### src/rtl/i2stx_pkg.sv
// Package: shared constants, frame-alignment codes and frame-length decode
// for the serial audio transmitter. Assumes a frame of at most 128 slots.
package i2stx_pkg;

    localparam int SAMPLE_W = 16;                 // widest sample
    localparam int NARROW_W = 8;                  // narrow sample
    localparam int IDX_W    = $clog2(SAMPLE_W);   // bit index inside a sample
    localparam int POS_W    = 7;                  // slot position in a frame

    typedef enum logic [1:0] {
        ALIGN_STD   = 2'd0,
        ALIGN_LEFT  = 2'd1,
        ALIGN_RIGHT = 2'd2,
        ALIGN_RSVD  = 2'd3
    } align_e;

    // Last slot index of a frame for a ratio code (reserved code acts as 32).
    function automatic logic [POS_W-1:0] last_slot(input logic [1:0] code);
        case (code)
            2'd1:    return 7'd63;
            2'd2:    return 7'd127;
            default: return 7'd31;
        endcase
    endfunction

    // Slot count of one half-frame for a ratio code.
    function automatic logic [POS_W-1:0] half_slots(input logic [1:0] code);
        case (code)
            2'd1:    return 7'd32;
            2'd2:    return 7'd64;
            default: return 7'd16;
        endcase
    endfunction

endpackage

### src/rtl/i2stx_clkgen.sv
// Clock front end: in master mode divides clk into a bit clock, in slave
// mode synchronizes the external bit and word clocks. Either way it emits
// a one-cycle tick for every falling bit-clock edge. Assumes SYNC_N >= 2.
module i2stx_clkgen #(
    parameter int DIV_W  = 8,
    parameter int SYNC_N = 2
) (
    input  logic             clk,
    input  logic             rst_n,
    input  logic             run,
    input  logic             master,
    input  logic [DIV_W-1:0] div,
    input  logic             bclk_in,
    input  logic             wclk_in,
    output logic             tick,
    output logic             wclk_ext,
    output logic             bclk_out
);

    logic [DIV_W-1:0] cnt;
    logic             bclk_q;
    logic [SYNC_N:0]  bsync;
    logic [SYNC_N-1:0] wsync;

    // Divider: toggles the master bit clock every div+1 cycles, rests high.
    always_ff @(posedge clk) begin
        if (!rst_n || !run || !master) begin
            cnt    <= '0;
            bclk_q <= 1'b1;
        end else if (cnt == div) begin
            cnt    <= '0;
            bclk_q <= ~bclk_q;
        end else begin
            cnt    <= cnt + 1'b1;
        end
    end

    // Synchronizers for the external clocks; the bit clock keeps one extra stage for edge detection.
    always_ff @(posedge clk) begin
        if (!rst_n) begin
            bsync <= '1;
            wsync <= '1;
        end else begin
            bsync <= {bsync[SYNC_N-1:0], bclk_in};
            wsync <= {wsync[SYNC_N-2:0], wclk_in};
        end
    end

    assign wclk_ext = wsync[SYNC_N-1];
    assign tick     = run && (master ? (cnt == div && bclk_q)
                                     : (bsync[SYNC_N] && !bsync[SYNC_N-1]));
    assign bclk_out = master && bclk_q;

    // one cycle after an idle cycle the master bit clock rests high.
    p_bclk_rest_r13: assert property (@(posedge clk) disable iff (!rst_n)
        (master && !$past(run)) |-> bclk_out);

endmodule

### src/rtl/i2stx_framer.sv
// Frame position tracker: keeps the slot index inside the frame, makes the
// master word clock, and for the next slot works out the channel, whether
// it carries a sample bit, and which bit. Assumes settings are stable while
// running.
module i2stx_framer
    import i2stx_pkg::*;
(
    input  logic             clk,
    input  logic             rst_n,
    input  logic             run,
    input  logic             master,
    input  logic             tick,
    input  logic             wclk_ext,
    input  logic [1:0]       ratio_code,
    input  logic [1:0]       align,
    input  logic             wide,
    output logic             wclk_q,
    output logic             chan_q,
    output logic             chan_n,
    output logic             slot_first,
    output logic             bit_valid,
    output logic [IDX_W-1:0] bit_idx
);

    logic [POS_W-1:0] pos, pos_n, q, s, last, half, wlen;
    logic             wprev, delay1;

    assign last   = last_slot(ratio_code);
    assign half   = half_slots(ratio_code);
    assign wlen   = wide ? POS_W'(SAMPLE_W) : POS_W'(NARROW_W);
    assign delay1 = !(align == ALIGN_LEFT || align == ALIGN_RIGHT);

    // Next slot index: free-running in master, resynced to word-clock changes in slave.
    always_comb begin
        if (!master && (wclk_ext != wprev))
            pos_n = wclk_ext ? half : '0;
        else if (pos >= last)
            pos_n = '0;
        else
            pos_n = pos + 1'b1;
    end

    // Data slot of the next bit: the standard format lags the word clock by one slot.
    always_comb begin
        if (delay1 && pos_n == '0) q = last;
        else if (delay1)           q = pos_n - 1'b1;
        else                       q = pos_n;
        chan_n     = (q >= half);
        s          = chan_n ? q - half : q;
        slot_first = (s == '0);
        if (align == ALIGN_RIGHT) begin
            bit_valid = (s >= half - wlen);
            bit_idx   = IDX_W'(half - 1'b1 - s);
        end else begin
            bit_valid = (s < wlen);
            bit_idx   = IDX_W'(wlen - 1'b1 - s);
        end
    end

    // Position, word clock and channel registers advance on each falling-edge tick.
    always_ff @(posedge clk) begin
        if (!rst_n || !run) begin
            pos    <= last;
            wprev  <= 1'b1;
            wclk_q <= 1'b1;
            chan_q <= 1'b1;
        end else if (tick) begin
            pos    <= pos_n;
            wprev  <= wclk_ext;
            wclk_q <= (pos_n >= half);
            chan_q <= chan_n;
        end
    end

    // the slot index never leaves the selected frame length while running.
    p_pos_in_frame_r3: assert property (@(posedge clk) disable iff (!rst_n)
        (run && $past(run)) |-> (pos <= last));

endmodule

### src/rtl/i2stx_shifter.sv
// Sample holder and serial output: loads a FIFO entry (or zeros on
// underrun) at the first slot of each channel that needs one, and drives
// the selected bit or 0 on each tick. Assumes a show-ahead FIFO.
module i2stx_shifter
    import i2stx_pkg::*;
(
    input  logic                clk,
    input  logic                rst_n,
    input  logic                run,
    input  logic                flag_clr,
    input  logic                tick,
    input  logic                wide,
    input  logic                mono,
    input  logic                slot_first,
    input  logic                chan_n,
    input  logic                chan_q,
    input  logic                bit_valid,
    input  logic [IDX_W-1:0]    bit_idx,
    input  logic                fifo_empty,
    input  logic [SAMPLE_W-1:0] fifo_data,
    output logic                fifo_pop,
    output logic                sdata,
    output logic                underrun
);

    localparam logic [SAMPLE_W-1:0] LOW_MASK =
        {{(SAMPLE_W-NARROW_W){1'b0}}, {NARROW_W{1'b1}}};

    logic [SAMPLE_W-1:0] shreg, shreg_n, masked;
    logic                need, load, silent;

    assign silent   = mono && chan_n;
    assign need     = slot_first && !silent;
    assign load     = tick && need;
    assign fifo_pop = load && !fifo_empty;
    assign masked   = wide ? fifo_data : (fifo_data & LOW_MASK);
    assign shreg_n  = need ? (fifo_empty ? '0 : masked) : shreg;

    // Holds the current sample and registers the outgoing bit on each tick.
    always_ff @(posedge clk) begin
        if (!rst_n || !run) begin
            shreg <= '0;
            sdata <= 1'b0;
        end else if (tick) begin
            shreg <= shreg_n;
            sdata <= (bit_valid && !silent) ? shreg_n[bit_idx] : 1'b0;
        end
    end

    // Sticky underrun flag, cleared by reset or the transmitter reset bit.
    always_ff @(posedge clk) begin
        if (!rst_n || flag_clr)
            underrun <= 1'b0;
        else if (load && fifo_empty)
            underrun <= 1'b1;
    end

    // the data line moves only after a falling-edge tick or when stopping.
    p_data_on_tick_r2: assert property (@(posedge clk) disable iff (!rst_n)
        !$stable(sdata) |-> ($past(tick) || !$past(run)));
    // in mono mode the right half-frame carries zeros.
    p_mono_right_zero_r9: assert property (@(posedge clk) disable iff (!rst_n)
        (mono && chan_q) |-> !sdata);
    // at most one pop per bit slot, never on adjacent cycles.
    p_pop_spacing_r10: assert property (@(posedge clk) disable iff (!rst_n)
        fifo_pop |=> !fifo_pop);
    // the underrun flag rises only after a tick that found the FIFO empty.
    p_underrun_cause_r10: assert property (@(posedge clk) disable iff (!rst_n)
        $rose(underrun) |-> ($past(fifo_empty) && $past(tick)));

endmodule

### src/rtl/i2s_tx_serializer.sv
// Top of the serial audio transmitter: clock front end, frame tracker and
// sample shifter, plus the loopback switch to the receive data input.
// Assumes configuration inputs change only while tx_start is low.
module i2s_tx_serializer
    import i2stx_pkg::*;
#(
    parameter int DIV_W  = 8,
    parameter int SYNC_N = 2
) (
    input  logic                clk,
    input  logic                rst_n,
    input  logic                tx_start,
    input  logic                tx_reset,
    input  logic                cfg_master,
    input  logic [1:0]          cfg_align,
    input  logic [1:0]          cfg_ratio,
    input  logic                cfg_wide,
    input  logic                cfg_mono,
    input  logic [DIV_W-1:0]    cfg_div,
    input  logic                cfg_loopback,
    input  logic                fifo_empty,
    input  logic [SAMPLE_W-1:0] fifo_data,
    output logic                fifo_pop,
    input  logic                bclk_in,
    input  logic                wclk_in,
    output logic                bclk_out,
    output logic                wclk_out,
    output logic                sdata_out,
    input  logic                rx_sdata_pin,
    output logic                rx_sdata,
    output logic                underrun
);

    logic             run, tick, wclk_ext, wclk_q, chan_q, chan_n;
    logic             slot_first, bit_valid;
    logic [IDX_W-1:0] bit_idx;

    assign run = tx_start && !tx_reset;

    i2stx_clkgen #(.DIV_W(DIV_W), .SYNC_N(SYNC_N)) u_clk (
        .clk(clk), .rst_n(rst_n), .run(run), .master(cfg_master), .div(cfg_div),
        .bclk_in(bclk_in), .wclk_in(wclk_in), .tick(tick), .wclk_ext(wclk_ext),
        .bclk_out(bclk_out)
    );

    i2stx_framer u_frm (
        .clk(clk), .rst_n(rst_n), .run(run), .master(cfg_master), .tick(tick),
        .wclk_ext(wclk_ext), .ratio_code(cfg_ratio), .align(cfg_align),
        .wide(cfg_wide), .wclk_q(wclk_q), .chan_q(chan_q), .chan_n(chan_n),
        .slot_first(slot_first), .bit_valid(bit_valid), .bit_idx(bit_idx)
    );

    i2stx_shifter u_shf (
        .clk(clk), .rst_n(rst_n), .run(run), .flag_clr(tx_reset), .tick(tick),
        .wide(cfg_wide), .mono(cfg_mono), .slot_first(slot_first),
        .chan_n(chan_n), .chan_q(chan_q), .bit_valid(bit_valid),
        .bit_idx(bit_idx), .fifo_empty(fifo_empty), .fifo_data(fifo_data),
        .fifo_pop(fifo_pop), .sdata(sdata_out), .underrun(underrun)
    );

    // Word clock leaves the block only in master mode.
    assign wclk_out  = cfg_master && wclk_q;
    // Loopback switch in front of the receiver.
    assign rx_sdata  = cfg_loopback ? sdata_out : rx_sdata_pin;

endmodule

### config.mk
export PLATFORM = sky130hd
export DESIGN_NAME = i2s_tx_serializer
export DESIGN_NICKNAME = d
export VERILOG_FILES = /design/src/rtl/i2stx_pkg.sv /design/src/rtl/i2stx_clkgen.sv /design/src/rtl/i2stx_framer.sv /design/src/rtl/i2stx_shifter.sv /design/src/rtl/i2s_tx_serializer.sv
export SDC_FILE = /design/constraint.sdc
export NUM_CORES = 1
export LEC_CHECK = 0
export ABC_CLOCK_PERIOD_IN_PS = 8900
export BUFFER_PORTS_ARGS = -buffer_cell sky130_fd_sc_hd__buf_4
export CORE_UTILIZATION = 40
export DETAILED_ROUTE_END_ITERATION = 10
export SETUP_SLACK_MARGIN = 0.02
export SLEW_MARGIN = 20
export SYNTH_ARGS = -nofsm -noshare
export SYNTH_HDL_FRONTEND = slang
export SYNTH_SLANG_ARGS = --single-unit
export TNS_END_PERCENT = 10
### constraint.sdc
create_clock -name clk -period 8.9 [get_ports clk]
set_input_delay 1.78 -clock clk [delete_from_list [all_inputs] [get_ports clk]]
set_output_delay 1.78 -clock clk [all_outputs]
set_load 0.01 [all_outputs]
Word level (Yosys, flattened, before mapping)
Index checks and enable logic that the tools add are counted.
- register bits after elaboration: 41
- input port bits: 40
- word-level logic and storage cells: 83
- add/subtract/negate cells: 9
- magnitude comparators: 6
- eq/ne operators: 6
- muxes and demuxes: 21
- bitwise gates (word level): 1
- reduce and logical (&&, ||, !) cells: 30
- operators with widths (cell ; number):
    $mux 7 ; 8
    $mux 16 ; 3
    $ge 7x7->1 ; 4
    $pmux 7 s2 ; 2
    $logic_and 1x1->1 ; 14
    $logic_not 7->1 ; 2
    $add 8x1->8 const B ; 1
    $eq 8x8->1 ; 1
    $logic_not 1->1 ; 8
    $sub 4x1->4 const B ; 2
    $sub 4x4->4 ; 2
    $add 7x1->7 const B ; 1
    $lt 7x5->1 ; 1
    $sub 7x1->7 const B ; 1
    $sub 7x5->7 ; 1
    $sub 7x7->7 ; 1
    $lt 4x5->1 const B ; 1
    $mux 1 ; 5
    $mux 5 ; 1
    $bmux 1 s4 ; 1
    $eq 2x1->1 const B ; 2
    $eq 2x2->1 const B ; 2
    $logic_or 1x1->1 ; 4
    $mux 4 ; 1
    4 further kinds ; 4

Depth between registers and ports, before layout
Gate-level depths: netlist of run 1.
- depth after elaboration: 16
- mapped depth: 28
- gate-level depth less buffers: 28

Hierarchy
A second synthesis of run 1 with hierarchy kept.
- cell total of the unflattened synthesis: 352
- area, all modules: 3040.4 sq um
- modules (own cells, without submodules) (module ; times used ; cells an instance ; area an instance (sq um) ; sequential area each (sq um)):
    i2stx_framer ; 1 ; 156 ; 1351.3 ; 270.3
    i2stx_shifter ; 1 ; 132 ; 1058.5 ; 360.3
    i2stx_clkgen ; 1 ; 61 ; 603.1 ; 280.3
    i2s_tx_serializer ; 1 ; 3 ; 27.5 ; 0.0

Least setup slack after synthesis of run 1
OpenSTA, ideal clock, no wires.
- path type: input port to output port
- start point: input cfg_ratio[0]
- end point: output fifo_pop
- arrival: 5.989 ns
- required time: 7.120 ns
- path slack: 1.131 ns
- cell stages on the path: 23
- path buffers: 1
- path through: inv_1 > ha_1 > inv_1 > ha_1 > a31oi_1 > o21ai_0 > nor3_1 > inv_1 > ha_1 > nand2_1 > nor2_1 > nand2_1 > mux2_2 > inv_1 > ha_1 > nor2b_1 > o21ai_0 > nand2b_1 > a31oi_2 > mux2i_4 > nand3_1 > clkbuf_1 > nor2_1
- cells in the longest elaborated chain, start to end: 14
- elaborated cells between the ends (all ways): 22
- those cells by class: add/sub (2); order compare (2); eq/ne (2); mux (8); reduce/logical (8)
- ends and longest elaborated chain (what ; RTL line ; source):
    start, declared ; i2s_tx_serializer.sv:16 ; input logic [1:0] cfg_ratio,
    $eq 2x2->1 or $eq 2x1->1 (tied branches) ; i2stx_pkg.sv:19, i2stx_pkg.sv:28 ;
    $pmux 7 s2 ; i2stx_pkg.sv:19 ; case (code)
    $ge 7x7->1 ; i2stx_framer.sv:37 ; else if (pos >= last)
    $mux 7 ; i2stx_framer.sv:37 ;
    $mux 7 ; i2stx_framer.sv:35 ; if (!master && (wclk_ext != wprev))
    $sub 7x1->7 or $logic_not 7->1 (tied branches) ; i2stx_framer.sv:46, i2stx_framer.sv:45 ;
    $mux 7 or $logic_and 1x1->1 (tied branches) ; i2stx_framer.sv:46, i2stx_framer.sv:45 ;
    $mux 7 ; i2stx_framer.sv:45 ; if (delay1 && pos_n == '0) q = last;
    $sub 7x7->7 or $ge 7x7->1 (tied branches) ; i2stx_framer.sv:49, i2stx_framer.sv:48 ;
    $mux 7 or $logic_and 1x1->1 (tied branches) ; i2stx_framer.sv:49, i2stx_shifter.sv:32 ;
    $logic_not 7->1 or $logic_not 1->1 (tied branches) ; i2stx_framer.sv:50, i2stx_shifter.sv:33 ;
    $logic_and 1x1->1 * ; i2stx_shifter.sv:33 ; assign need = slot_first && !silent;
    $logic_and 1x1->1 * ; i2stx_shifter.sv:34 ; assign load = tick && need;
    $logic_and 1x1->1 * ; i2stx_shifter.sv:35 ; assign fifo_pop = load && !fifo_empty;
    end, declared ; i2s_tx_serializer.sv:23 ; output logic fifo_pop,
Mark *: on every way between the ends. The rest lies on a longest branch, timed or not.

Worst setup path in the final report of run 1
Same ends and word-level chain as after synthesis.

==> results.sh, run 1 <==
export IMPL_async_reset_ff_share_pct=0
export IMPL_r2r_cells=23
export IMPL_hold_violations=0
export IMPL_io_buffers=45
export IMPL_worst_setup_path_start_kind="primary input"
export IMPL_finalSetupViolations=0
export IMPL_num_rows=31
export IMPL_grt_pass1_vias=2571
export IMPL_fp_dieW_um=89.5
export IMPL_antenna_found_initial=0
export IMPL_cts_resized=0
export IMPL_cts_reportedPaths_clkPinSlew_ns=0.08
export IMPL_hold_depth=1
export IMPL_gr_total_overflow=0
export IMPL_numCtsBuffers=5
export IMPL_grt_max_degree=22
export IMPL_cts_sinks=41
export IMPL_yosysWarningCount=0
export IMPL_wirelength_um=7610
export IMPL_crit_path_end_kind="output port"
export IMPL_ant_nets=0
export IMPL_routedWlPerCell_um=15.0
export IMPL_crit_required_ns=7.12
export IMPL_grt_pass1_wl_um=12500
export IMPL_coreArea_mm2=0.00733
export IMPL_layout_min_cycle_time_ns=8.29
export IMPL_clk_latency_ns=0.29
export IMPL_p_total_uw=619
export IMPL_firstDrtPassIters=4
export IMPL_tns_ns=0
export IMPL_fill_cells=697
export IMPL_drt_iter0_drc=152
export IMPL_num_io_pins=46
export IMPL_vias=2743
export IMPL_syn_to_final_growth_pct=16.8
export IMPL_setup_ws_ns=0.605
export IMPL_setup_worst_path_class="in -> out"
export IMPL_syn_nets=427
export IMPL_synth_edff_count=7
export IMPL_fmaxAchievable_ghz=0.121
export IMPL_vias_per_cell=5.42
export IMPL_h_tree_depth=2
export IMPL_nets=467
export IMPL_synth_seq_area_share_pct=29.1
export IMPL_dp_hpwl_um=5920
export IMPL_crit_arrival_ns=6.51
export IMPL_grt_total_usage_pct=20.5
export IMPL_clockBufferDepth=2
export IMPL_avgSynthCellArea_um2=8.37
export IMPL_path_max_fanout=11
export IMPL_worst_clock_skew_ns=0.00254
export IMPL_yosysUniqueCellTypes=63
export IMPL_initial_core_util_pct=41.8
export IMPL_slew_headroom_pct=58.3
export IMPL_tritoncts="yes"
export IMPL_gp_congestion=0.922
export IMPL_ys_seq_elements=41
export IMPL_synth_ff_type="dfxtp_1"
export IMPL_status="completed"
export IMPL_diodes=0
export IMPL_worst_slew_pin_slew_ns=0.623
export IMPL_dpl_worst_slack_ns=0.505
export IMPL_postCtsSetupBuffers=0
export IMPL_cap_violations=0
export IMPL_drive_above_1_share_pct=17.7
export IMPL_die_area_mm2=0.00801
export IMPL_irDropWorstVdd_v=0.0000832
export IMPL_drv_slew=0
export IMPL_syn_area_mm2=0.00306
export IMPL_fin_crit_sh_pct=93.2
export IMPL_cts_hold_fix_buffers=0
export IMPL_power_density_mw_per_mm2=173
export IMPL_ctsRootBufferMaster="clkbuf_8"
export IMPL_drcViolationCount=0
export IMPL_hp_class="reg -> reg"
export IMPL_die_h_um=89.5
export IMPL_netlist_instances=366
export IMPL_rsz0062_at_grt="false"
export IMPL_p_leak_nw=1.35
worst max-delay path, stage by stage:
cell,delay [ns]
buf_4,0.13
inv_1,0.05
ha_1,0.26
inv_1,0.12
ha_1,0.31
a31oi_1,0.23
o21ai_0,0.20
nor3_2,0.28
inv_1,0.14
ha_1,0.26
nand2_1,0.07
nor2_1,0.09
nand2_1,0.29
mux2_2,0.42
inv_1,0.09
ha_1,0.24
nor2b_1,0.13
o21ai_0,0.14
nand2b_1,0.12
a31oi_2,0.40
mux2i_4,0.38
nand3_1,0.13
nor2_1,0.11
buf_4,0.12
cell families after synthesis:
logic type | synth area share (%)
buffers and inverters | 4.29
flip-flops | 29.1
adder cells (fa/ha/maj) | 9.07
AND/OR/NAND/NOR | 24.6
XOR/XNOR | 8.87
AO/OA/AOI/OAI | 19.9
multiplexers | 4.25
flip-flops by register name, indices dropped and copies added, names as in the netlist:
signal,flops
u_clk.bclk_q,1
u_clk.bsync,3
u_clk.cnt,8
u_clk.wsync,2
u_frm.pos,7
u_frm.wclk_q,1
u_frm.wprev,1
u_shf.sdata,1
u_shf.shreg,16
u_shf.underrun,1
worst paths after layout:
path	to	slack, ns	startpoint
max	fifo_pop	0.61	cfg_ratio[0]
min	u_clk.bsync[1]	0.41	u_clk.bsync[0]
max reg2reg	u_shf.sdata	3.04	u_frm.pos[0]
min reg2reg	u_clk.bsync[1]	0.41	u_clk.bsync[0]
synthesized netlist by cell type, types with 4 or more instances:
master | instances | area share [%]
and3_1 | 5 | 1.0
a211oi_1 | 4 | 0.98
and2_1 | 7 | 1.4
inv_1 | 15 | 1.8
dfxtp_1 | 34 | 22
a31oi_1 | 5 | 1.0
edfxtp_1 | 7 | 6.9
a21oi_1 | 27 | 4.4
nor2b_1 | 5 | 1.0
nor2_1 | 25 | 3.1
xor2_1 | 10 | 2.9
o211ai_1 | 5 | 1.2
mux2i_1 | 6 | 2.0
ha_1 | 19 | 7.8
nand4_1 | 4 | 0.82
o21a_1 | 4 | 0.98
nand3_1 | 21 | 3.4
nand3b_1 | 9 | 2.2
nand2_1 | 43 | 5.3
o21ai_0 | 17 | 2.8
clkbuf_1 | 8 | 0.98
xnor2_1 | 21 | 6.0
nand2b_1 | 7 | 1.4
per-stage QoR:
step / cell area, um^2 / instances / hold slack [ns] / utilization (%)
floorplan: 3060 / 366 / 0.386 / -
global placement: 3460 / 498 / 0.388 / 47.2
detailed placement: 3460 / 498 / 0.398 / 47.2
CTS: 3570 / 506 / 0.418 / 48.7
global route: 3570 / 506 / 0.443 / 48.8
finish: 3570 / 506 / 0.415 / 48.8
cell usage in the layout (no fill, tap or decap), types with 9 or more instances in the layout:
cell,n
a21oi_1,27
buf_4,47
dfxtp_1,34
ha_1,19
inv_1,15
nand2_1,43
nand3_1,21
nand3b_1,9
nor2_1,25
o21ai_0,17
xnor2_1,21
xor2_1,10
power breakdown:
part           switching (mW)  internal (mW)
logic                   0.161          0.120
registers             0.00461          0.192
clock network          0.0686         0.0730
total                   0.235          0.385
layout make-up:
class	count	area [um^2]	area share, %
clock buffer	7	97.6	2.73
clock inverter	1	8.76	0.245
inverter	15	56.3	1.58
multi-input combinational	296	2040	57.2
sequential	41	891	24.9
tap	99	124	3.47
timing repair buffer	47	353	9.87
routing by layer:
layer  vias to the layer above  track usage (%)  part of all wire (%)
met5                         -                0                     0
met4                         0             5.77                   1.3
met3                         8             4.25                   4.1
met2                        69             31.8                    44
met1                      1266             28.6                    51
li1                       1400                -                     -
(Power assumes the default switching activity.)
==> inputs of run 2 (changes only) <==
--- a/config.mk
+++ b/config.mk
@@ -7,8 +7,11 @@
 export LEC_CHECK = 0
 export ABC_CLOCK_PERIOD_IN_PS = 8900
 export BUFFER_PORTS_ARGS = -buffer_cell sky130_fd_sc_hd__buf_4
-export CORE_UTILIZATION = 40
+export CORE_MARGIN = 3
+export CORE_UTILIZATION = 56
 export DETAILED_ROUTE_END_ITERATION = 10
+export PLACE_DENSITY = 0.79
+export REMOVE_ABC_BUFFERS = 1
 export SETUP_SLACK_MARGIN = 0.02
 export SLEW_MARGIN = 20
 export SYNTH_ARGS = -nofsm -noshare
==> run 2 against run 1 <==
Against the previous run: die area is 20% lower; non-clock buffer count stayed put; largest cell class unchanged; register-to-register slack better by 0.04 ns; cell area is 1.5% lower.
==> results.sh, run 2 (synthesis results as in run 1) <==
export IMPL_fill_cells=462
export IMPL_setup_worst_path_class="in -> out"
export IMPL_fmaxAchievable_ghz=0.121
export IMPL_grt_pass1_vias=2596
export IMPL_cap_violations=0
export IMPL_worst_slew_pin_slew_ns=0.598
export IMPL_clk_latency_ns=0.29
export IMPL_diodes=0
export IMPL_initial_core_util_pct=58.8
export IMPL_finalSetupViolations=0
export IMPL_clockBufferDepth=2
export IMPL_io_buffers=45
export IMPL_grt_pass1_wl_um=11800
export IMPL_cp_startpoint="cfg_ratio[0]"
export IMPL_vias=2818
export IMPL_irDropWorstVdd_v=0.0000865
export IMPL_h_tree_depth=2
export IMPL_syn_to_final_growth_pct=15.0
export IMPL_slew_headroom_pct=60.0
export IMPL_power_density_mw_per_mm2=170
export IMPL_postCtsSetupBuffers=0
export IMPL_r2r_start="u_frm.pos[0]"
export IMPL_drcViolationCount=0
export IMPL_layout_common_cells="buf_4, nand2_1, dfxtp_1"
export IMPL_fp_dieW_um=79.9
export IMPL_antenna_found_initial=0
export IMPL_finalInstanceArea_mm2=0.00352
export IMPL_die_h_um=79.9
export IMPL_top_regs="u_shf.shreg (16), u_clk.cnt (8), u_frm.pos (7)"
export IMPL_drt_iter0_drc=167
export IMPL_drv_slew=0
export IMPL_crit_arrival_ns=6.51
export IMPL_largest_reg_flops=16
export IMPL_drive_above_1_share_pct=17.7
export IMPL_layout_min_cycle_time_ns=8.29
export IMPL_crit_required_ns=7.12
export IMPL_firstDrtPassIters=5
export IMPL_hp_class="reg -> reg"
export IMPL_p_leak_nw=1.34
export IMPL_num_io_pins=46
export IMPL_vias_per_cell=5.92
export IMPL_die_area_mm2=0.00639
export IMPL_multi_input_area_mm2=0.00204
export IMPL_numCtsBuffers=5
export IMPL_hold_violations=0
export IMPL_status="completed"
export IMPL_coreArea_mm2=0.00520
export IMPL_grt_total_usage_pct=23.3
export IMPL_wirelength_um=7160
export IMPL_cts_reportedPaths_clkPinSlew_ns=0.07
export IMPL_cts_sinks=41
export IMPL_top_register="u_shf.shreg"
export IMPL_ant_nets=0
export IMPL_worst_clock_skew_ns=0.00945
export IMPL_fin_crit_sh_pct=93.2
export IMPL_tritoncts="yes"
export IMPL_num_rows=26
export IMPL_gr_total_overflow=0
export IMPL_gp_congestion=0.926
export IMPL_ctsRootBufferMaster="clkbuf_8"
export IMPL_tns_ns=0
export IMPL_min_delay_start="u_clk.bsync[0]"
export IMPL_layout_commonest_cell="buf_4"
export IMPL_nets=467
export IMPL_grt_max_degree=23
export IMPL_dp_hpwl_um=5510
export IMPL_rsz0062_at_grt="false"
export IMPL_worst_setup_path_start_kind="primary input"
export IMPL_routedWlPerCell_um=15.0
export IMPL_path_max_fanout=11
export IMPL_crit_path_end_kind="output port"
export IMPL_whs_ns=0.421
export IMPL_dpl_instance_area_mm2=0.00343
export IMPL_regArea_um2=891
## run 2: cell count changes in the layout (fill, tap and decap cells not counted), sizes merged
cell,previous run,this run
clkinvlp,0,1
clkinv,1,0
clkbuf,7,6
## run 2: layout make-up
| class | instances | share of cell area, % |
|---|---|---|
| Sequential cell | 41 | 25.3 |
| Tap cell | 70 | 2.49 |
| Inverter | 15 | 1.60 |
| Clock buffer | 6 | 2.34 |
| Clock inverter | 1 | 0.213 |
| Timing Repair Buffer | 47 | 10.0 |
| Multi-Input combinational cell | 296 | 58.0 |
## run 2: worst paths after layout
check | to | slack [ns] | cells after the start
setup / recovery | fifo_pop | 0.61 | 24
hold / removal | u_clk.bsync[1] | 0.42 | 1
setup reg to reg | u_shf.sdata | 3.08 | 23
hold reg to reg | u_clk.bsync[1] | 0.42 | 1
## run 2: layer usage
metal | routed length, um | GRT usage [%]
met5 | 0 | 0
met4 | 93 | 6.25
met3 | 466 | 3.61
met2 | 3440 | 39.1
met1 | 3160 | 30.9
## run 2: report_power, final
| group | switching [mW] | internal (mW) | leakage, nW |
|---|---|---|---|
| Combinational | 0.159 | 0.120 | 0.960 |
| Sequential | 0.00445 | 0.192 | 0.339 |
| Clock | 0.0627 | 0.0613 | 0.0433 |
## run 2: critical path, stage by stage
cell and delay (ns):
buf_4 0.12, inv_1 0.05, ha_1 0.27, inv_1 0.12
ha_1 0.31, a31oi_1 0.23, o21ai_0 0.21, nor3_2 0.28
inv_1 0.14, ha_1 0.25, nand2_1 0.08, nor2_1 0.08
nand2_1 0.31, mux2_2 0.42, inv_1 0.09, ha_1 0.23
nor2b_1 0.13, o21ai_0 0.13, nand2b_1 0.11, a31oi_2 0.40
mux2i_4 0.38, nand3_1 0.14, nor2_1 0.11, buf_4 0.12
## run 2: per-stage QoR
| step | setup slack (ns) | utilization, % | total power [mW] | instances |
|---|---|---|---|---|
| global placement | 0.788 | 65.8 | 0.467 | 469 |
| detailed placement | 0.551 | 65.8 | 0.473 | 469 |
| global route | 0.0812 | 67.7 | 0.641 | 476 |
| finish | 0.609 | 67.7 | 0.599 | 476 |
| CTS | 0.515 | 67.6 | 0.598 | 476 |
| floorplan | 0.969 | - | 0.408 | 352 |
## run 2: timing repair
item	in CTS	in global routing
hold buffers	0	0
gates resized for setup	0	1
endpoints found under the setup margin	0	1
==> inputs of run 3 (changes only) <==
--- a/config.mk
+++ b/config.mk
@@ -5,7 +5,7 @@
 export SDC_FILE = /design/constraint.sdc
 export NUM_CORES = 1
 export LEC_CHECK = 0
-export ABC_CLOCK_PERIOD_IN_PS = 8900
+export ABC_CLOCK_PERIOD_IN_PS = 9400
 export BUFFER_PORTS_ARGS = -buffer_cell sky130_fd_sc_hd__buf_4
 export CORE_MARGIN = 3
 export CORE_UTILIZATION = 56
==> constraint.sdc (replaced) <==
create_clock -name clk -period 9.4 [get_ports clk]
set_input_delay 1.88 -clock clk [delete_from_list [all_inputs] [get_ports clk]]
set_output_delay 1.88 -clock clk [all_outputs]
set_load 0.01 [all_outputs]
==> run 3 against run 2 <==
Against the previous run: sequential share of layout area shrank 0.13 points; utilization rose by 0.36 points; register-to-register slack better by 0.69 ns; clock power is 17% higher; die area did not move; clock skew up 0.0055 ns; combinational power decreased by 6%; sequential power down 6%; final cell count rose by 0.21%; critical path depth is 1 higher.
==> results.sh, run 3 (synthesis results as in run 1) <==
export IMPL_drive_above_1_share_pct=17.7
export IMPL_gp_congestion=0.921
export IMPL_tritoncts="yes"
export IMPL_layout_commonest_cell="buf_4"
export IMPL_crit_required_ns=7.52
export IMPL_grt_max_degree=22
export IMPL_antenna_found_initial=0
export IMPL_utilization_pct=68.0
export IMPL_cts_hold_fix_buffers=0
export IMPL_syn_to_final_growth_pct=15.7
export IMPL_layout_min_cycle_time_ns=8.80
export IMPL_cts_reportedPaths_clkPinSlew_ns=0.08
export IMPL_drcViolationCount=0
export IMPL_num_io_pins=46
export IMPL_crit_arrival_ns=6.92
export IMPL_layout_common_cells="buf_4, nand2_1, dfxtp_1"
export IMPL_r2r_cells=23
export IMPL_hold_violations=0
export IMPL_nets=467
export IMPL_hp_class="reg -> reg"
export IMPL_grt_pass1_wl_um=12200
export IMPL_worst_clock_skew_ns=0.0149
export IMPL_coreArea_mm2=0.00520
export IMPL_r2r_end="u_shf.sdata"
export IMPL_ctsRootBufferMaster="clkbuf_8"
export IMPL_drv_slew=0
export IMPL_fp_dieW_um=79.9
export IMPL_grt_pass1_vias=2628
export IMPL_largest_reg_flops=16
export IMPL_dpl_worst_slack_ns=0.699
export IMPL_num_rows=26
export IMPL_holdPathEnd="u_clk.bsync[1]"
export IMPL_wirelength_um=7290
export IMPL_h_tree_depth=2
export IMPL_p_leak_nw=1.36
export IMPL_ant_nets=0
export IMPL_irDropWorstVdd_v=0.000100
export IMPL_clk_latency_ns=0.30
export IMPL_setup_ws_ns=0.602
export IMPL_min_delay_start="u_clk.bsync[0]"
export IMPL_finalInstanceArea_mm2=0.00354
export IMPL_die_area_mm2=0.00639
export IMPL_rsz0062_at_grt="false"
export IMPL_routedWlPerCell_um=15.3
export IMPL_cts_resized=0
export IMPL_cts_sinks=41
export IMPL_power_density_mw_per_mm2=168
export IMPL_fmaxAchievable_ghz=0.114
export IMPL_cap_violations=0
export IMPL_firstDrtPassIters=5
export IMPL_dp_hpwl_um=5720
export IMPL_drt_iter0_drc=158
export IMPL_initial_core_util_pct=58.8
export IMPL_r2r_setup_slack_ns=3.77
export IMPL_crit_path_end_kind="output port"
export IMPL_status="completed"
export IMPL_grt_total_usage_pct=24.1
export IMPL_setup_worst_path_class="in -> out"
export IMPL_diodes=0
export IMPL_finalSetupViolations=0
export IMPL_top_regs="u_shf.shreg (16), u_clk.cnt (8), u_frm.pos (7)"
export IMPL_clockBufferDepth=2
export IMPL_top_register="u_shf.shreg"
export IMPL_numCtsBuffers=5
export IMPL_io_buffers=45
export IMPL_worst_setup_path_start_kind="primary input"
export IMPL_r2r_start="u_frm.pos[0]"
export IMPL_postCtsSetupBuffers=0
export IMPL_path_max_fanout=16
export IMPL_hold_depth=1
export IMPL_dpl_instance_area_mm2=0.00343
export IMPL_gr_total_overflow=0
export IMPL_tns_ns=0
export IMPL_worst_slew_pin_slew_ns=0.610
export IMPL_vias=2803
export IMPL_slew_headroom_pct=59.2
export IMPL_fin_crit_sh_pct=93.6
export IMPL_vias_per_cell=5.88
export IMPL_die_h_um=79.9
==> run 3: changes by cell type in the layout (fill, tap and decap cells not counted), sizes merged <==
| cell | before | now |
|---|---|---|
| clkbuf | 6 | 5 |
| inv | 15 | 16 |
| bufinv | 0 | 1 |
| clkinv | 0 | 1 |
| clkinvlp | 1 | 0 |
==> run 3: stage by stage <==
step	hold slack, ns	power, mW	std cells
finish	0.414	0.595	477
global route	0.424	0.641	477
CTS	0.419	0.595	477
detailed placement	0.398	0.450	469
global placement	0.391	0.446	469
floorplan	0.386	0.386	352
==> run 3: worst max-delay path, stage by stage <==
cell	delay [ns]
buf_4	0.13
inv_1	0.05
ha_1	0.28
inv_1	0.13
ha_1	0.31
a31oi_1	0.23
o21ai_0	0.20
nor3_1	0.43
inv_1	0.17
ha_1	0.27
nand2_1	0.07
nor2_1	0.08
nand2_1	0.28
mux2_2	0.41
inv_1	0.09
ha_1	0.23
nor2b_1	0.13
o21ai_0	0.13
nand2b_1	0.11
a31oi_2	0.40
mux2i_4	0.38
nand3_1	0.10
buf_4	0.21
nor2_1	0.10
buf_4	0.12
==> run 3: metal layers <==
metal  vias to the layer above  track usage, %  routed length (um)
met5                         -               0                   0
met4                         0            6.93                 150
met3                        18            4.40                 503
met2                       109            39.8                3410
met1                      1261            31.9                3230
li1                       1415               -                   -
==> run 3: worst max-delay path by stage <==
stage	from	slack (ns)	end	depth (start not counted)
final	cfg_ratio[0]	0.60	fifo_pop	25
after floorplan	cfg_ratio[0]	1.27	fifo_pop	22
after global placement	cfg_ratio[0]	0.92	fifo_pop	25
after CTS	cfg_ratio[0]	0.70	fifo_pop	25
after global routing	cfg_ratio[0]	0.04	fifo_pop	25
after detailed placement	cfg_ratio[0]	0.70	fifo_pop	25
==> run 3: layout make-up <==
type | count | area (um^2)
multi-input cells | 296 | 2040
fillers | 448 | 1660
flip-flops and latches | 41 | 891
repair buffers | 47 | 353
well taps | 70 | 87.6
clock buffers | 5 | 68.8
inverters | 15 | 56.3
clock inverters | 3 | 45.0
==> run 3: report_power, final <==
part | switching [mW] | internal, mW
Clock | 0.0657 | 0.0797
Combinational | 0.150 | 0.113
Sequential | 0.00429 | 0.182
